==> src/rtl/trace_pkt_pkg.sv <==
package trace_pkt_pkg;
  typedef enum logic [2:0] {
    LS_RESET     = 3'd0,
    LS_WAIT_ATR  = 3'd1,
    LS_IN_ATR    = 3'd2,
    LS_WAIT_APDU = 3'd3,
    LS_IN_APDU   = 3'd4
  } link_state_e;

  localparam logic [7:0] MSG_DATA = 8'h01;
  localparam int FLAG_ATR   = 0;
  localparam int FLAG_WTEXP = 1;

  typedef struct packed {
    logic [15:0] rsvd;
    logic [7:0]  flags;
    logic [7:0]  msg;
  } pkt_hdr_t;
endpackage

==> src/rtl/trace_link_fsm.sv <==
module trace_link_fsm
  import trace_pkt_pkg::*;
(
  input  logic        clk_i,
  input  logic        rst_ni,
  input  logic        card_rst_i,
  input  logic        wtime_exp_i,
  input  logic        byte_valid_i,
  input  logic        atr_done_i,
  output link_state_e state_o,
  output logic        atr_start_o
);
  link_state_e state_q, state_d;

  always_comb begin
    state_d = state_q;
    if (card_rst_i)                state_d = LS_RESET;
    else if (state_q == LS_RESET)  state_d = LS_WAIT_ATR;
    else if (wtime_exp_i)          state_d = LS_WAIT_APDU;
    else begin
      unique case (state_q)
        LS_WAIT_ATR:  if (byte_valid_i) state_d = LS_IN_ATR;
        LS_IN_ATR:    if (atr_done_i)   state_d = LS_WAIT_APDU;
        LS_WAIT_APDU,
        LS_IN_APDU:   if (byte_valid_i) state_d = LS_IN_APDU;
        default:      state_d = state_q;
      endcase
    end
  end

  always_ff @(posedge clk_i or negedge rst_ni) begin
    if (!rst_ni) state_q <= LS_RESET;
    else         state_q <= state_d;
  end

  assign state_o     = state_q;
  assign atr_start_o = (state_q == LS_RESET) && !card_rst_i;

  assert_card_rst_R2: assert property (@(posedge clk_i) disable iff (!rst_ni)
    card_rst_i |=> state_o == LS_RESET);
  assert_leave_rst_R2: assert property (@(posedge clk_i) disable iff (!rst_ni)
    (state_o == LS_RESET && !card_rst_i) |=> state_o == LS_WAIT_ATR);
  assert_wtime_R3: assert property (@(posedge clk_i) disable iff (!rst_ni)
    (wtime_exp_i && !card_rst_i && state_o != LS_RESET) |=> state_o == LS_WAIT_APDU);
endmodule

==> src/rtl/trace_sat_cnt.sv <==
module trace_sat_cnt #(
  parameter int W = 8
) (
  input  logic         clk_i,
  input  logic         rst_ni,
  input  logic         inc_i,
  output logic [W-1:0] cnt_o
);
  logic [W-1:0] cnt_q;

  always_ff @(posedge clk_i or negedge rst_ni) begin
    if (!rst_ni)                   cnt_q <= '0;
    else if (inc_i && cnt_q != '1) cnt_q <= cnt_q + W'(1);
  end

  assign cnt_o = cnt_q;

  assert_hold_max_R10: assert property (@(posedge clk_i) disable iff (!rst_ni)
    (inc_i && cnt_o == '1) |=> cnt_o == '1);
  assert_step_R10: assert property (@(posedge clk_i) disable iff (!rst_ni)
    (inc_i && cnt_o != '1) |=> cnt_o == $past(cnt_o) + W'(1));
endmodule

==> src/rtl/trace_pkt_buf.sv <==
module trace_pkt_buf
  import trace_pkt_pkg::*;
#(
  parameter  int PAYLOAD_BYTES = 8,
  localparam int CNT_W         = $clog2(PAYLOAD_BYTES + 1)
) (
  input  logic                       clk_i,
  input  logic                       rst_ni,
  input  logic                       byte_valid_i,
  input  logic [7:0]                 byte_i,
  input  logic                       wtime_exp_i,
  input  logic                       atr_start_i,
  input  logic                       buf_free_i,
  output logic                       drop_o,
  output logic                       buf_take_o,
  output logic                       pkt_valid_o,
  output pkt_hdr_t                   pkt_hdr_o,
  output logic [PAYLOAD_BYTES*8-1:0] pkt_data_o,
  output logic [CNT_W-1:0]           pkt_len_o
);
  logic             open_q, take_q, valid_q;
  logic [CNT_W-1:0] cnt_q, len_q, wr_idx, cnt_now;
  logic [7:0]       flags_q, msg_q, flags_set;
  logic             take, wr, open_now, emit;
  pkt_hdr_t         hdr_q, hdr_now;
  logic [7:0]       pay_q   [PAYLOAD_BYTES];
  logic [7:0]       pay_now [PAYLOAD_BYTES];
  logic [PAYLOAD_BYTES*8-1:0] pay_flat, data_q;

  always_comb begin
    take      = byte_valid_i && !open_q && buf_free_i;
    drop_o    = byte_valid_i && !open_q && !buf_free_i;
    wr        = byte_valid_i && (open_q || buf_free_i);
    wr_idx    = open_q ? cnt_q : '0;
    open_now  = open_q || take;
    cnt_now   = wr ? wr_idx + CNT_W'(1) : cnt_q;
    emit      = open_now && ((cnt_now == CNT_W'(PAYLOAD_BYTES)) || wtime_exp_i);
    flags_set = '0;
    flags_set[FLAG_ATR] = atr_start_i;
    hdr_now.rsvd  = '0;
    hdr_now.msg   = take ? MSG_DATA : msg_q;
    hdr_now.flags = flags_q;
    hdr_now.flags[FLAG_WTEXP] = flags_q[FLAG_WTEXP] | wtime_exp_i;
  end

  for (genvar i = 0; i < PAYLOAD_BYTES; i++) begin : g_slot
    assign pay_now[i] = (wr && wr_idx == CNT_W'(i)) ? byte_i : pay_q[i];
    assign pay_flat[8*i +: 8] = pay_now[i];
    always_ff @(posedge clk_i or negedge rst_ni) begin
      if (!rst_ni) pay_q[i] <= '0;
      else         pay_q[i] <= pay_now[i];
    end
  end

  always_ff @(posedge clk_i or negedge rst_ni) begin
    if (!rst_ni) begin
      open_q  <= 1'b0;
      cnt_q   <= '0;
      msg_q   <= '0;
      flags_q <= '0;
      take_q  <= 1'b0;
      valid_q <= 1'b0;
      hdr_q   <= '0;
      data_q  <= '0;
      len_q   <= '0;
    end else begin
      take_q  <= take;
      valid_q <= emit;
      if (emit) begin
        open_q  <= 1'b0;
        cnt_q   <= '0;
        msg_q   <= '0;
        flags_q <= flags_set;
        hdr_q   <= hdr_now;
        data_q  <= pay_flat;
        len_q   <= cnt_now;
      end else begin
        open_q  <= open_now;
        cnt_q   <= cnt_now;
        flags_q <= flags_q | flags_set;
        if (take) msg_q <= MSG_DATA;
      end
    end
  end

  assign buf_take_o  = take_q;
  assign pkt_valid_o = valid_q;
  assign pkt_hdr_o   = hdr_q;
  assign pkt_data_o  = data_q;
  assign pkt_len_o   = len_q;

  assert_hdr_type_R4: assert property (@(posedge clk_i) disable iff (!rst_ni)
    pkt_valid_o |-> (pkt_hdr_o.msg == MSG_DATA && pkt_hdr_o.rsvd == '0));
  assert_len_range_R6: assert property (@(posedge clk_i) disable iff (!rst_ni)
    pkt_valid_o |-> (pkt_len_o != '0 && pkt_len_o <= CNT_W'(PAYLOAD_BYTES)));
  assert_short_is_timeout_R7: assert property (@(posedge clk_i) disable iff (!rst_ni)
    (pkt_valid_o && pkt_len_o != CNT_W'(PAYLOAD_BYTES)) |-> pkt_hdr_o.flags[FLAG_WTEXP]);
  assert_drop_no_pkt_R9: assert property (@(posedge clk_i) disable iff (!rst_ni)
    (byte_valid_i && !open_q && !buf_free_i && !wtime_exp_i) |=> !pkt_valid_o);
endmodule

==> src/rtl/trace_packetizer.sv <==
module trace_packetizer
  import trace_pkt_pkg::*;
#(
  parameter  int PAYLOAD_BYTES = 8,
  parameter  int LOST_W        = 8,
  localparam int CNT_W         = $clog2(PAYLOAD_BYTES + 1)
) (
  input  logic                       clk_i,
  input  logic                       rst_ni,
  input  logic                       byte_valid_i,
  input  logic [7:0]                 byte_i,
  input  logic                       atr_done_i,
  input  logic                       card_rst_i,
  input  logic                       wtime_exp_i,
  input  logic                       buf_free_i,
  output logic                       buf_take_o,
  output logic                       pkt_valid_o,
  output logic [31:0]                pkt_hdr_o,
  output logic [PAYLOAD_BYTES*8-1:0] pkt_data_o,
  output logic [CNT_W-1:0]           pkt_len_o,
  output logic [2:0]                 state_o,
  output logic [LOST_W-1:0]          lost_cnt_o
);
  link_state_e link_state;
  logic        atr_start, drop;
  pkt_hdr_t    hdr;

  trace_link_fsm u_fsm (
    .clk_i        (clk_i),
    .rst_ni       (rst_ni),
    .card_rst_i   (card_rst_i),
    .wtime_exp_i  (wtime_exp_i),
    .byte_valid_i (byte_valid_i),
    .atr_done_i   (atr_done_i),
    .state_o      (link_state),
    .atr_start_o  (atr_start)
  );

  trace_pkt_buf #(.PAYLOAD_BYTES(PAYLOAD_BYTES)) u_buf (
    .clk_i        (clk_i),
    .rst_ni       (rst_ni),
    .byte_valid_i (byte_valid_i),
    .byte_i       (byte_i),
    .wtime_exp_i  (wtime_exp_i),
    .atr_start_i  (atr_start),
    .buf_free_i   (buf_free_i),
    .drop_o       (drop),
    .buf_take_o   (buf_take_o),
    .pkt_valid_o  (pkt_valid_o),
    .pkt_hdr_o    (hdr),
    .pkt_data_o   (pkt_data_o),
    .pkt_len_o    (pkt_len_o)
  );

  trace_sat_cnt #(.W(LOST_W)) u_lost (
    .clk_i  (clk_i),
    .rst_ni (rst_ni),
    .inc_i  (drop),
    .cnt_o  (lost_cnt_o)
  );

  assign pkt_hdr_o = hdr;
  assign state_o   = link_state;
endmodule

==> config.mk <==
export PLATFORM = sky130hd
export DESIGN_NAME = trace_packetizer
export DESIGN_NICKNAME = d
export VERILOG_FILES = /design/src/rtl/trace_pkt_pkg.sv /design/src/rtl/trace_link_fsm.sv /design/src/rtl/trace_sat_cnt.sv /design/src/rtl/trace_pkt_buf.sv /design/src/rtl/trace_packetizer.sv
export SDC_FILE = /design/constraint.sdc
export NUM_CORES = 1
export LEC_CHECK = 0
export ABC_AREA = 1
export BUFFER_PORTS_ARGS = -buffer_cell sky130_fd_sc_hd__buf_2
export CORE_MARGIN = 4
export CORE_UTILIZATION = 59
export CTS_BUF_LIST = sky130_fd_sc_hd__clkbuf_16
export DETAILED_ROUTE_END_ITERATION = 10
export GPL_TIMING_DRIVEN = 0
export PLACE_DENSITY = 0.84
export SLEW_MARGIN = 20
export SYNTH_ARGS = -nofsm -noshare
export SYNTH_HDL_FRONTEND = slang
export SYNTH_SLANG_ARGS = --single-unit
==> constraint.sdc <==
create_clock -name clk_i -period 3.44 [get_ports clk_i]
set_input_delay 0.516 -clock clk_i [delete_from_list [all_inputs] [get_ports clk_i]]
set_output_delay 0.516 -clock clk_i [all_outputs]
set_load 0.05 [all_outputs]
==> out/results.ini <==
[clock_tree]
ctsResizeCount = 0
cts_setup_buffers = 0
path_clk_slew_ps = 60
h-tree-depth = 4
cts-hold-fix-buffers = 0
cts-buffers-inserted = 17
ctsLongestPathBuffers = 2
cts.sink_count = 169
cts_root_buf = clkbuf_16
tritoncts = yes
clock_latency_ps = 410

[logic_synthesis]
synth_top_cell_area_share_pct = 62.1
yosysSeqAreaShare_pct = 62.1
yosysTopAreaCell = dfrtp_1
ys_warn_count = 0
synth_edf_count = 0
ys_types = 27
ys_seq_elements = 169
syn-cell-area_mm2 = 0.00681
synth_cells = 734
synth.avg_cell_area_um2 = 9.28
synth_area_leaders = dfrtp_1 (62%), nand2_1 (13%), nand3_1 (6.5%)
synthArstFlopShare_pct = 100
ys.flop_type = dfrtp_1

[worst_setup_path]
cp-end-kind = register
start_kind = register
required_ps = 3730
crit_fanout = 10
cp_slowest_cell = dfrtp_1
cp_top_family = simple AND/OR/NAND/NOR gates
path_cells = buf_4 > o21ai_1 > a21oi_1 > nor2_1 > nand3_1 > nand2_2 > nand2_2 > inv_2 > buf_2 > nor2_1
critPathArrivalTime_ps = 2580
slowest_delay_ps = 410
reg2reg_depth = 10
path_depth = 10
crit_buf_inv = 3
criticalPathCategory = reg -> reg

[global_routing]
grt_overflow_total = 0
groute.usage.overall_pct = 27.4
grt_pass1_wl_mm = 28.2
antenna_found_initial = 0
grt_max_degree = 106
grt_pass1_vias = 5639

[finish]
seqCellArea_mm2 = 0.00423
finalNetCount = 896
layout.cells.most_common_list = nand2_1 (233), dfrtp_1 (169), buf_2 (121)
post-route-util_pct = 74.6
drive_gt1_share_pct = 22.3
antenna_cells = 0
num-fill-cells = 794
areaGrowthSynthToFinish_pct = 21.3
multiInputGateArea_mm2 = 0.00218
layout_commonest_cell = nand2_1

[power_and_ir_drop]
p_sw_share_pct = 32.2
power_frac_comb_pct = 20.1
power.switching_w = 0.00176
clock_power_share_pct = 37.7
internal_power_w = 0.00371
peakVddDrop_v = 0.000431
seq_power_share_pct = 42.2
p_leak_nw = 4.75
p_per_area_mw_per_mm2 = 661

[drt]
viasPerCell = 5.45
ant_nets = 0
wl_mm = 17.5
dr_total_vias = 5634
wl_per_cell_um = 16.9
first_pass_iters = 5
first_iter_violations = 446
route.detailed.drc = 0

[sta]
worst_slew_pin_slew_ps = 753
fin_skew_ps = 6.12
rsz0062_at_grt = no
final-hold-violation-count = 0
setup_viol = 0
slew-limit-headroom_pct = 49.8
maxClockFrequency_mhz = 437
finalCritPeriodShare_pct = 66.5
period_minus_slack_ps = 2290
drv_slew = 0
fin_ws_ps = 1150
finalHoldWorstSlack_ps = 136

[placed_design]
dpl.hpwl_mm = 11.5
gp_congestion = 0.847
io_buffers = 105
dpl_worst_slack_ps = 1080

[floorplan]
fp.dieArea_mm2 = 0.0133
row_count = 38
ioPinCount = 128
die_height_um = 115
start_util_pct = 61.5
die_w_um = 115
coreArea_mm2 = 0.0111

[flow_run]
maxCapViolCount = 0

[status]
outcome = completed

[hold_path]
hold_path_class = in -> async

-- registers in the layout, indices dropped and copies added, names as in the netlist --
name and flops:
u_buf.pkt_valid_o 1, u_fsm.state_o 3, u_buf.pkt_data_o 64, u_lost.cnt_o 8
u_buf.open_q 1, u_buf.cnt_q 4, u_buf.msg_q 8, u_buf.pay_q 64
u_buf.pkt_hdr_o 10, u_buf.flags_q 1, u_buf.pkt_len_o 4, u_buf.buf_take_o 1
-- metal layers --
layer  vias up  GRT usage [%]  part of all wire (%)
met1      2769           36.3                    41
met3        32           4.65                   6.2
met2       221           46.5                    51
met5         -              0                     0
met4         0           9.00                   2.2
li1       2612              -                     -
-- path summary, 6_finish.rpt --
check / start / endpoint / slack (ps)
hold reg to reg: u_buf.pkt_data_o[28] / u_buf.pkt_data_o[28] / 470
hold / removal: rst_ni / u_buf.pkt_data_o[5] / 140
setup reg to reg: u_buf.open_q / u_buf.cnt_q[0] / 1150
setup / recovery: u_buf.open_q / u_buf.cnt_q[0] / 1150
max in group asynchronous: rst_ni / u_buf.pkt_data_o[38] / 2520
min in group clk_i: card_rst_i / u_fsm.state_o[0] / 280
-- worst register-to-register path: cells and delay by family, from the launching register on --
| family | cells | cell delay [ps] |
|---|---|---|
| buffers and inverters | 3 | 590 |
| DFF | 1 | 410 |
| and+or+nand+nor | 5 | 690 |
| AOI/OAI and AO/OA | 2 | 480 |
-- synthesized netlist by cell type, types with 4 or more instances --
master and count:
inv_1 29, buf_2 17, o21ai_0 42, a21oi_1 27, clkbuf_1 7, inv_2 7, nor2_1 49, nand2_1 233
nand3_1 88, buf_4 27, dfrtp_1 169, xnor2_1 6, nand4_1 6, nor2_2 4
-- kinds of logic (layout without fill, tap and decap cells) --
kind of cell,Yosys count,count (layout),synth area share [%]
AO/OA/AOI/OAI,74,74,5.53
other,1,22,0.0550
buffers and inverters,92,230,7.09
flip-flops,169,169,62.1
XOR/XNOR,7,7,0.900
AND/OR/NAND/NOR,390,390,24.2
adder cells (fa/ha/maj),1,1,0.184
-- power groups by stage --
stage,logic [W],clock network [W],registers (W)
floorplan,0.000364,0,0.00275
global placement,0.00106,0,0.00232
detailed placement,0.00109,0,0.00233
CTS,0.00110,0.00207,0.00230
global route,0.00117,0.00215,0.00233
finish,0.00110,0.00206,0.00230
-- through the flow --
stage	TNS [ps]	instances	power (W)	area, µm²
floorplan	0	755	0.00311	6890
global placement	-79630	1000	0.00338	7590
detailed placement	0	1001	0.00342	7630
CTS	0	1033	0.00547	8260
global route	0	1033	0.00565	8260
finish	0	1033	0.00546	8260
-- cell type report --
| cell class | count | area share, % |
|---|---|---|
| Sequential cell | 169 | 51.2 |
| Multi-Input combinational cell | 494 | 26.4 |
| Timing Repair Buffer | 106 | 6.81 |
| Clock buffer | 17 | 5.15 |
| Buffer | 56 | 4.21 |
| Clock inverter | 15 | 2.53 |
| Tap cell | 140 | 2.12 |
| Inverter | 36 | 1.64 |
Power figures use the tool's default switching activity.
